===== src/rtl/dfp_pkg.sv =====
package dfp_pkg;

    typedef enum logic [3:0] {
        S_IDLE,
        S_ID_CMD,
        S_ID_RX,
        S_ID_EVAL,
        S_ST_CMD,
        S_ST_RX,
        S_ST_EVAL,
        S_LEG_CMD,
        S_LEG_RX,
        S_LEG_EVAL,
        S_DONE
    } dfp_state_t;

    typedef enum logic [1:0] {
        ERR_NONE       = 2'd0,
        ERR_UNKNOWN_ID = 2'd1,
        ERR_NO_DEVICE  = 2'd2,
        ERR_BAD_DENS   = 2'd3
    } dfp_err_t;

    // size class: 0 = 256/264-byte pages, 1 = 512/528, 2 = 1024/1056
    typedef logic [1:0] dfp_cls_t;

endpackage


===== src/rtl/dfp_jedec_map.sv =====
module dfp_jedec_map
    import dfp_pkg::*;
#(
    parameter int PAGES_W = 14
) (
    input  logic [7:0]         dev_hi,
    input  logic [7:0]         dev_lo,
    output logic               hit,
    output logic               dual,
    output dfp_cls_t           cls,
    output logic [PAGES_W-1:0] pages
);
    logic [7:0] rel;
    assign rel = dev_hi - 8'h22;

    always_comb begin
        hit   = 1'b0;
        dual  = 1'b1;
        cls   = 2'd0;
        pages = '0;
        unique case (dev_hi)
            8'h22, 8'h23, 8'h24, 8'h25: begin
                hit   = (dev_lo == 8'h00);
                pages = PAGES_W'(512) << rel[1:0];
            end
            8'h26: begin
                hit   = (dev_lo == 8'h00);
                cls   = 2'd1;
                pages = PAGES_W'(4096);
            end
            8'h27: begin
                hit   = (dev_lo == 8'h00) || (dev_lo == 8'h01);
                dual  = (dev_lo == 8'h01);
                cls   = 2'd1;
                pages = PAGES_W'(8192);
            end
            8'h28: begin
                hit   = (dev_lo == 8'h00);
                cls   = 2'd2;
                pages = PAGES_W'(8192);
            end
            default: hit = 1'b0;
        endcase
    end
endmodule


===== src/rtl/dfp_legacy_map.sv =====
module dfp_legacy_map
    import dfp_pkg::*;
#(
    parameter int PAGES_W = 14
) (
    input  logic [3:0]         dens,
    output logic               supported,
    output dfp_cls_t           cls,
    output logic [PAGES_W-1:0] pages
);
    always_comb begin
        supported = 1'b1;
        cls       = 2'd0;
        pages     = '0;
        unique case (dens)
            4'h3: pages = PAGES_W'(512);
            4'h5: pages = PAGES_W'(1024);
            4'h7: pages = PAGES_W'(2048);
            4'h9: pages = PAGES_W'(4096);
            4'hB: begin cls = 2'd1; pages = PAGES_W'(4096); end
            4'hD: begin cls = 2'd1; pages = PAGES_W'(8192); end
            4'hE, 4'hF: begin cls = 2'd2; pages = PAGES_W'(8192); end
            default: supported = 1'b0;
        endcase
    end
endmodule


===== src/rtl/dfp_geom.sv =====
module dfp_geom
    import dfp_pkg::*;
#(
    parameter int SIZE_W   = 11,
    parameter int SHIFT_W  = 4,
    parameter int BIN_BASE = 256,
    parameter int EXT_BASE = 264,
    parameter int BIN_SHFT = 8
) (
    input  dfp_cls_t           cls,
    input  logic               binary,
    output logic [SIZE_W-1:0]  bytes_out,
    output logic [SHIFT_W-1:0] shift_out
);
    localparam logic [SIZE_W-1:0]  BIN_B = SIZE_W'(BIN_BASE);
    localparam logic [SIZE_W-1:0]  EXT_B = SIZE_W'(EXT_BASE);
    localparam logic [SHIFT_W-1:0] BIN_S = SHIFT_W'(BIN_SHFT);

    always_comb begin
        bytes_out = (binary ? BIN_B : EXT_B) << cls;
        shift_out = BIN_S + SHIFT_W'(cls) + SHIFT_W'(!binary);
    end
endmodule


===== src/rtl/dfp_probe.sv =====
module dfp_probe
    import dfp_pkg::*;
#(
    parameter int         PAGES_W = 14,
    parameter int         SIZE_W  = 11,
    parameter int         SHIFT_W = 4,
    parameter int         ID_LEN  = 3,
    parameter logic [7:0] OP_ID   = 8'h9F,
    parameter logic [7:0] OP_STAT = 8'hD7,
    parameter logic [7:0] MFR     = 8'h1F
) (
    input  logic               clk,
    input  logic               rst_n,
    input  logic               start,
    output logic               busy,
    output logic               xfer_req,
    output logic [7:0]         xfer_op,
    output logic [1:0]         xfer_nbytes,
    input  logic               rx_valid,
    input  logic [7:0]         rx_byte,
    output logic               geo_valid,
    output logic               err_valid,
    output logic [1:0]         err_code,
    output logic [PAGES_W-1:0] page_count,
    output logic [SIZE_W-1:0]  page_bytes,
    output logic [SHIFT_W-1:0] page_shift
);
    localparam int CNT_W = $clog2(ID_LEN);

    dfp_state_t          state, nxt;
    logic [CNT_W-1:0]    cnt;
    logic [7:0]          id_q [ID_LEN];
    logic [7:0]          stat_q;

    logic                j_hit, j_dual, l_ok, l_present, g_bin;
    dfp_cls_t            j_cls, l_cls, g_cls;
    logic [PAGES_W-1:0]  j_pages, l_pages, g_pages;
    logic [SIZE_W-1:0]   g_bytes;
    logic [SHIFT_W-1:0]  g_shift;
    logic                accept;

    assign accept = start && (state == S_IDLE || state == S_DONE);

    // state register
    always_ff @(posedge clk or negedge rst_n) begin
        if (!rst_n) state <= S_IDLE;
        else        state <= nxt;
    end

    // transitions
    always_comb begin
        nxt = state;
        unique case (state)
            S_IDLE:     if (start) nxt = S_ID_CMD;
            S_ID_CMD:   nxt = S_ID_RX;
            S_ID_RX:    if (rx_valid && cnt == CNT_W'(ID_LEN-1)) nxt = S_ID_EVAL;
            S_ID_EVAL: begin
                if (id_q[0] != MFR)  nxt = S_LEG_CMD;
                else if (!j_hit)     nxt = S_DONE;
                else if (j_dual)     nxt = S_ST_CMD;
                else                 nxt = S_DONE;
            end
            S_ST_CMD:   nxt = S_ST_RX;
            S_ST_RX:    if (rx_valid) nxt = S_ST_EVAL;
            S_ST_EVAL:  nxt = S_DONE;
            S_LEG_CMD:  nxt = S_LEG_RX;
            S_LEG_RX:   if (rx_valid) nxt = S_LEG_EVAL;
            S_LEG_EVAL: nxt = S_DONE;
            S_DONE:     if (start) nxt = S_ID_CMD;
            default:    nxt = S_IDLE;
        endcase
    end

    // Moore outputs towards the byte engine
    always_comb begin
        busy        = !(state == S_IDLE || state == S_DONE);
        xfer_req    = 1'b0;
        xfer_op     = OP_STAT;
        xfer_nbytes = 2'd1;
        unique case (state)
            S_ID_CMD: begin
                xfer_req    = 1'b1;
                xfer_op     = OP_ID;
                xfer_nbytes = 2'(ID_LEN);
            end
            S_ST_CMD, S_LEG_CMD: xfer_req = 1'b1;
            default: ;
        endcase
    end

    // reply capture
    always_ff @(posedge clk or negedge rst_n) begin
        if (!rst_n) begin
            cnt    <= '0;
            stat_q <= '0;
        end else begin
            if (state == S_ID_CMD)
                cnt <= '0;
            else if (state == S_ID_RX && rx_valid)
                cnt <= cnt + 1'b1;
            if ((state == S_ST_RX || state == S_LEG_RX) && rx_valid)
                stat_q <= rx_byte;
        end
    end

    for (genvar gi = 0; gi < ID_LEN; gi++) begin : g_id
        always_ff @(posedge clk or negedge rst_n) begin
            if (!rst_n)
                id_q[gi] <= '0;
            else if (state == S_ID_RX && rx_valid && cnt == CNT_W'(gi))
                id_q[gi] <= rx_byte;
        end
    end

    dfp_jedec_map #(.PAGES_W(PAGES_W)) i_jmap (
        .dev_hi (id_q[1]),
        .dev_lo (id_q[2]),
        .hit    (j_hit),
        .dual   (j_dual),
        .cls    (j_cls),
        .pages  (j_pages)
    );

    dfp_legacy_map #(.PAGES_W(PAGES_W)) i_lmap (
        .dens      (stat_q[5:2]),
        .supported (l_ok),
        .cls       (l_cls),
        .pages     (l_pages)
    );

    assign l_present = !(stat_q == 8'h00 || stat_q == 8'hFF);
    assign g_bin     = (state == S_ST_EVAL) && stat_q[0];
    assign g_cls     = (state == S_LEG_EVAL) ? l_cls : j_cls;
    assign g_pages   = (state == S_LEG_EVAL) ? l_pages : j_pages;

    dfp_geom #(.SIZE_W(SIZE_W), .SHIFT_W(SHIFT_W)) i_geom (
        .cls       (g_cls),
        .binary    (g_bin),
        .bytes_out (g_bytes),
        .shift_out (g_shift)
    );

    // result register
    always_ff @(posedge clk or negedge rst_n) begin
        if (!rst_n) begin
            geo_valid  <= 1'b0;
            err_valid  <= 1'b0;
            err_code   <= ERR_NONE;
            page_count <= '0;
            page_bytes <= '0;
            page_shift <= '0;
        end else if (accept) begin
            geo_valid <= 1'b0;
            err_valid <= 1'b0;
            err_code  <= ERR_NONE;
        end else begin
            unique case (state)
                S_ID_EVAL: begin
                    if (id_q[0] == MFR && !j_hit) begin
                        err_valid <= 1'b1;
                        err_code  <= ERR_UNKNOWN_ID;
                    end else if (id_q[0] == MFR && !j_dual) begin
                        geo_valid  <= 1'b1;
                        page_count <= g_pages;
                        page_bytes <= g_bytes;
                        page_shift <= g_shift;
                    end
                end
                S_ST_EVAL: begin
                    geo_valid  <= 1'b1;
                    page_count <= g_pages;
                    page_bytes <= g_bytes;
                    page_shift <= g_shift;
                end
                S_LEG_EVAL: begin
                    if (!l_present) begin
                        err_valid <= 1'b1;
                        err_code  <= ERR_NO_DEVICE;
                    end else if (!l_ok) begin
                        err_valid <= 1'b1;
                        err_code  <= ERR_BAD_DENS;
                    end else begin
                        geo_valid  <= 1'b1;
                        page_count <= g_pages;
                        page_bytes <= g_bytes;
                        page_shift <= g_shift;
                    end
                end
                default: ;
            endcase
        end
    end
endmodule


===== config.mk =====
export PLATFORM = sky130hd
export DESIGN_NAME = dfp_probe
export DESIGN_NICKNAME = d
export VERILOG_FILES = /design/src/rtl/dfp_pkg.sv /design/src/rtl/dfp_jedec_map.sv /design/src/rtl/dfp_legacy_map.sv /design/src/rtl/dfp_geom.sv /design/src/rtl/dfp_probe.sv
export SDC_FILE = /design/constraint.sdc
export NUM_CORES = 1
export LEC_CHECK = 0
export ABC_AREA = 0
export BUFFER_PORTS_ARGS = -buffer_cell sky130_fd_sc_hd__buf_2
export CAP_MARGIN = 20
export CORE_MARGIN = 10
export CORE_UTILIZATION = 30
export DETAILED_ROUTE_END_ITERATION = 10
export HOLD_SLACK_MARGIN = 0.02
export MAX_ROUTING_LAYER = met4
export PLACE_DENSITY_LB_ADDON = 0.25
export SETUP_SLACK_MARGIN = 0.5
export SYNTH_ARGS = -nofsm -noshare
export SYNTH_HDL_FRONTEND = slang
export SYNTH_SLANG_ARGS = --single-unit

===== constraint.sdc =====
create_clock -name clk -period 2.5 [get_ports clk]
set_input_delay 0 -clock clk [delete_from_list [all_inputs] [get_ports clk]]
set_output_delay 0 -clock clk [all_outputs]
set_load 0.005 [all_outputs]

==> run metrics <==
placed cell count=442; Max Cap Viol=0; Main synth FF type=dfrtp_1; Cell variety after synth=52; Final period util=80.2%; Clk pin slew, worst setup/hold paths=0.07 ns; Tightest Pin Transition=0.572 ns; EDFF count, synth=0; Final TNS setup=0 ns; Compound-Gate Fraction of Synth Area=8.53%; Post-Route WL=7220 µm; highest clock rate=0.499 GHz; setup slack, reg-to-reg=0.49 ns; Crit. End Element=flip-flop; clk_skew=0.00734 ns; CP startpoint kind=flip-flop; Initial Util=31.1%; register area share after synthesis=46.3%; Area contributors post-synth=dfrtp_1 46%, mux2_2 13%, buf_4 5.4%; CTS root buf=clkbuf_8; worst setup path endpoint=page_bytes[4]; R2R Path End=page_bytes[4]; post-route ant nets=0; Core Rows=36; diode count=0; post-synthesis xor/xnor area fraction=1.42%; routability cong.=0.817; CTS Buffer Depth=2; kind of critical path=flip-flop to flip-flop; Overall Global Routing Usage=10.1%; Rel. slew slack=61.9%; ys async rst share=100%; Critical Path AT=2.24 ns; Yosys top cell by area=dfrtp_1; HPWL Detailed=5160 µm; die area=0.0147 mm²; Synth Register Bits=57; routed vias/inst=4.58; Final Max Slew Viols=0; IO Pins=57; largest family of logic cells by synthesized area=multiplexers; crit path launch=state[2]; status=finished, final reports clean; Critical Path Fanout Max=7; Power Density=1120 mW/mm²; CTS Buf Count=9; DRC viols=0; Final Hold Fails=0; syn avg cell area=11.0 µm²; global-route wire length before repair=11,800 µm; Post-Syn Area=0.00308 mm²; Chip Width=121 µm; port bufs=36; largest net degree at the start of global routing=27; TritonCTS Sinks=57; initial antenna violation count=0; drt wl/cell=14.8 µm; H-Tree Depth=3; Pre-antenna DRT Iters=4; worst skew pair latency=0.34 ns; proportion of layout cells with a drive suffix above 1=42.2%; Nets=367; vias=2,226; Post-Synth Simple-Gate Area=13.6%; initial DRC count=108; RSZ-0062 raised after global routing=yes; Post-Layout Cell Count=486; final setup fails=0; Yosys top cell area share=46.3%; Critical Path RT=2.73 ns; Die Ht=121 µm; Leakage=1.83 nW; Ys Warns=0; worst hold path class=input port to flip-flop; area delta synth->final=28.8%; Worst R2R Start=state[2]; post-synthesis mux area share=17.7%; crit path time final=2.01 ns; Reg2Reg Depth=8; core area=0.00991 mm²; GRT Residual Overflow=0; Post-Synthesis Cells=281; Max VDD drop=458 µV; post-synthesis adder-cell area fraction=2.84%; clock tree from TritonCTS=built; vias in the first global route=2,281
[through the flow]
stage / setup slack, ns / instance area [µm²] / utilization [%] / hold slack [ns] / total power [mW]
final: 0.494 / 3970 / 40.0 / 0.0939 / 4.42
after global routing: 0.381 / 3970 / 40.0 / 0.130 / 4.76
after CTS: 0.480 / 3860 / 38.9 / 0.0875 / 4.35
after detailed placement: 0.316 / 3340 / 33.7 / 0.0296 / 3.06
after global placement: 0.307 / 3340 / 33.7 / 0.0309 / 3.04
after floorplan: 0.535 / 3150 / - / -0.296 / 2.65
[worst max-delay path, cell delays in order, from the launching register on]
cell,delay (ns)
dfrtp_2,0.46
nor4bb_4,0.30
buf_4,0.18
nor3b_2,0.06
nand3_1,0.14
o21ai_4,0.09
ha_1,0.21
ha_1,0.20
mux2_4,0.26
[cells in the mapped netlist (3+ instances only)]
library cell / number
nand3_1: 11
o21ai_0: 16
buf_4: 22
mux2_2: 36
nand2_1: 21
o21a_1: 3
clkbuf_1: 4
nor2_1: 13
dfrtp_1: 57
nor2b_1: 3
mux2i_1: 5
mux2_4: 6
ha_1: 7
inv_1: 14
o21bai_1: 3
a21oi_1: 5
xnor2_1: 4
buf_2: 8
[where the power goes]
part | leakage, nW | internal [mW] | switching [mW]
Clock | 0.129 | 0.744 | 0.374
Combinational | 1.00 | 0.867 | 0.750
Sequential | 0.699 | 1.31 | 0.376
[repair_timing]
item,CTS,global route
buffers inserted,8,9
cloned,1,0
setup endpoints to repair,14,14
hold buffers,10,0
gates resized for setup,18,11
pin swaps,3,4
endpoints found under the hold margin,57,0
[placed cells by master, fill, tap and decap left out, types with 5 or more instances in the layout]
master         Yosys  final
nor2_1            13     11
inv_1             14     14
dfrtp_1           57     50
buf_4             22     27
mux2_4             6      6
conb_1             2     20
mux2_2            36     36
dlygate4sd3_1      0     10
ha_1               7      7
o21ai_0           16     13
nand2_1           21     20
nand3_1           11      8
dfrtp_2            0      7
clkbuf_8           0     12
buf_2              8     36
mux2i_1            5      5
[flip-flops by register name, indices dropped and copies added, names as in the netlist]
register    flops
state           4
id_q           24
stat_q          8
cnt             2
page_count      5
err_valid       1
page_bytes      6
geo_valid       1
err_code        2
page_shift      4
[cell families after synthesis]
| family | Yosys count |
|---|---|
| other | 2 |
| AOI/OAI and AO/OA | 41 |
| muxes | 47 |
| buffers and inverters | 50 |
| xor gates and xnor gates | 5 |
| DFF | 57 |
| adders and majority gates | 7 |
| and+or+nand+nor | 72 |
[area by class of cell]
cell class,count,area (µm²)
clock buffer,12,165
clock inverter,4,97.6
fill,993,5940
inverter,14,52.6
multi-input combinational,193,1570
sequential,57,1440
tap,133,166
timing repair buffer,73,483
[worst min path at each step]
stage,end,cells after the start,from,slack (ns)
finish,geo_valid,4,start,0.09
global route,geo_valid,4,start,0.13
CTS,geo_valid,4,start,0.09
detailed placement,id_q[13],1,rst_n,0.03
global placement,id_q[12],1,rst_n,0.03
floorplan,cnt[0],0,rst_n,-0.30
[per-layer routing]
layer  GRT usage, %  share of wire [%]  vias to the layer above
li1               -                  -                     1080
met1           12.6                 46                     1074
met2           15.3                 47                       62
met3           3.40                6.0                       10
met4           2.91                1.1                        0
met5              -                  0                        -
No activity file was read; power rests on OpenSTA's default activity.
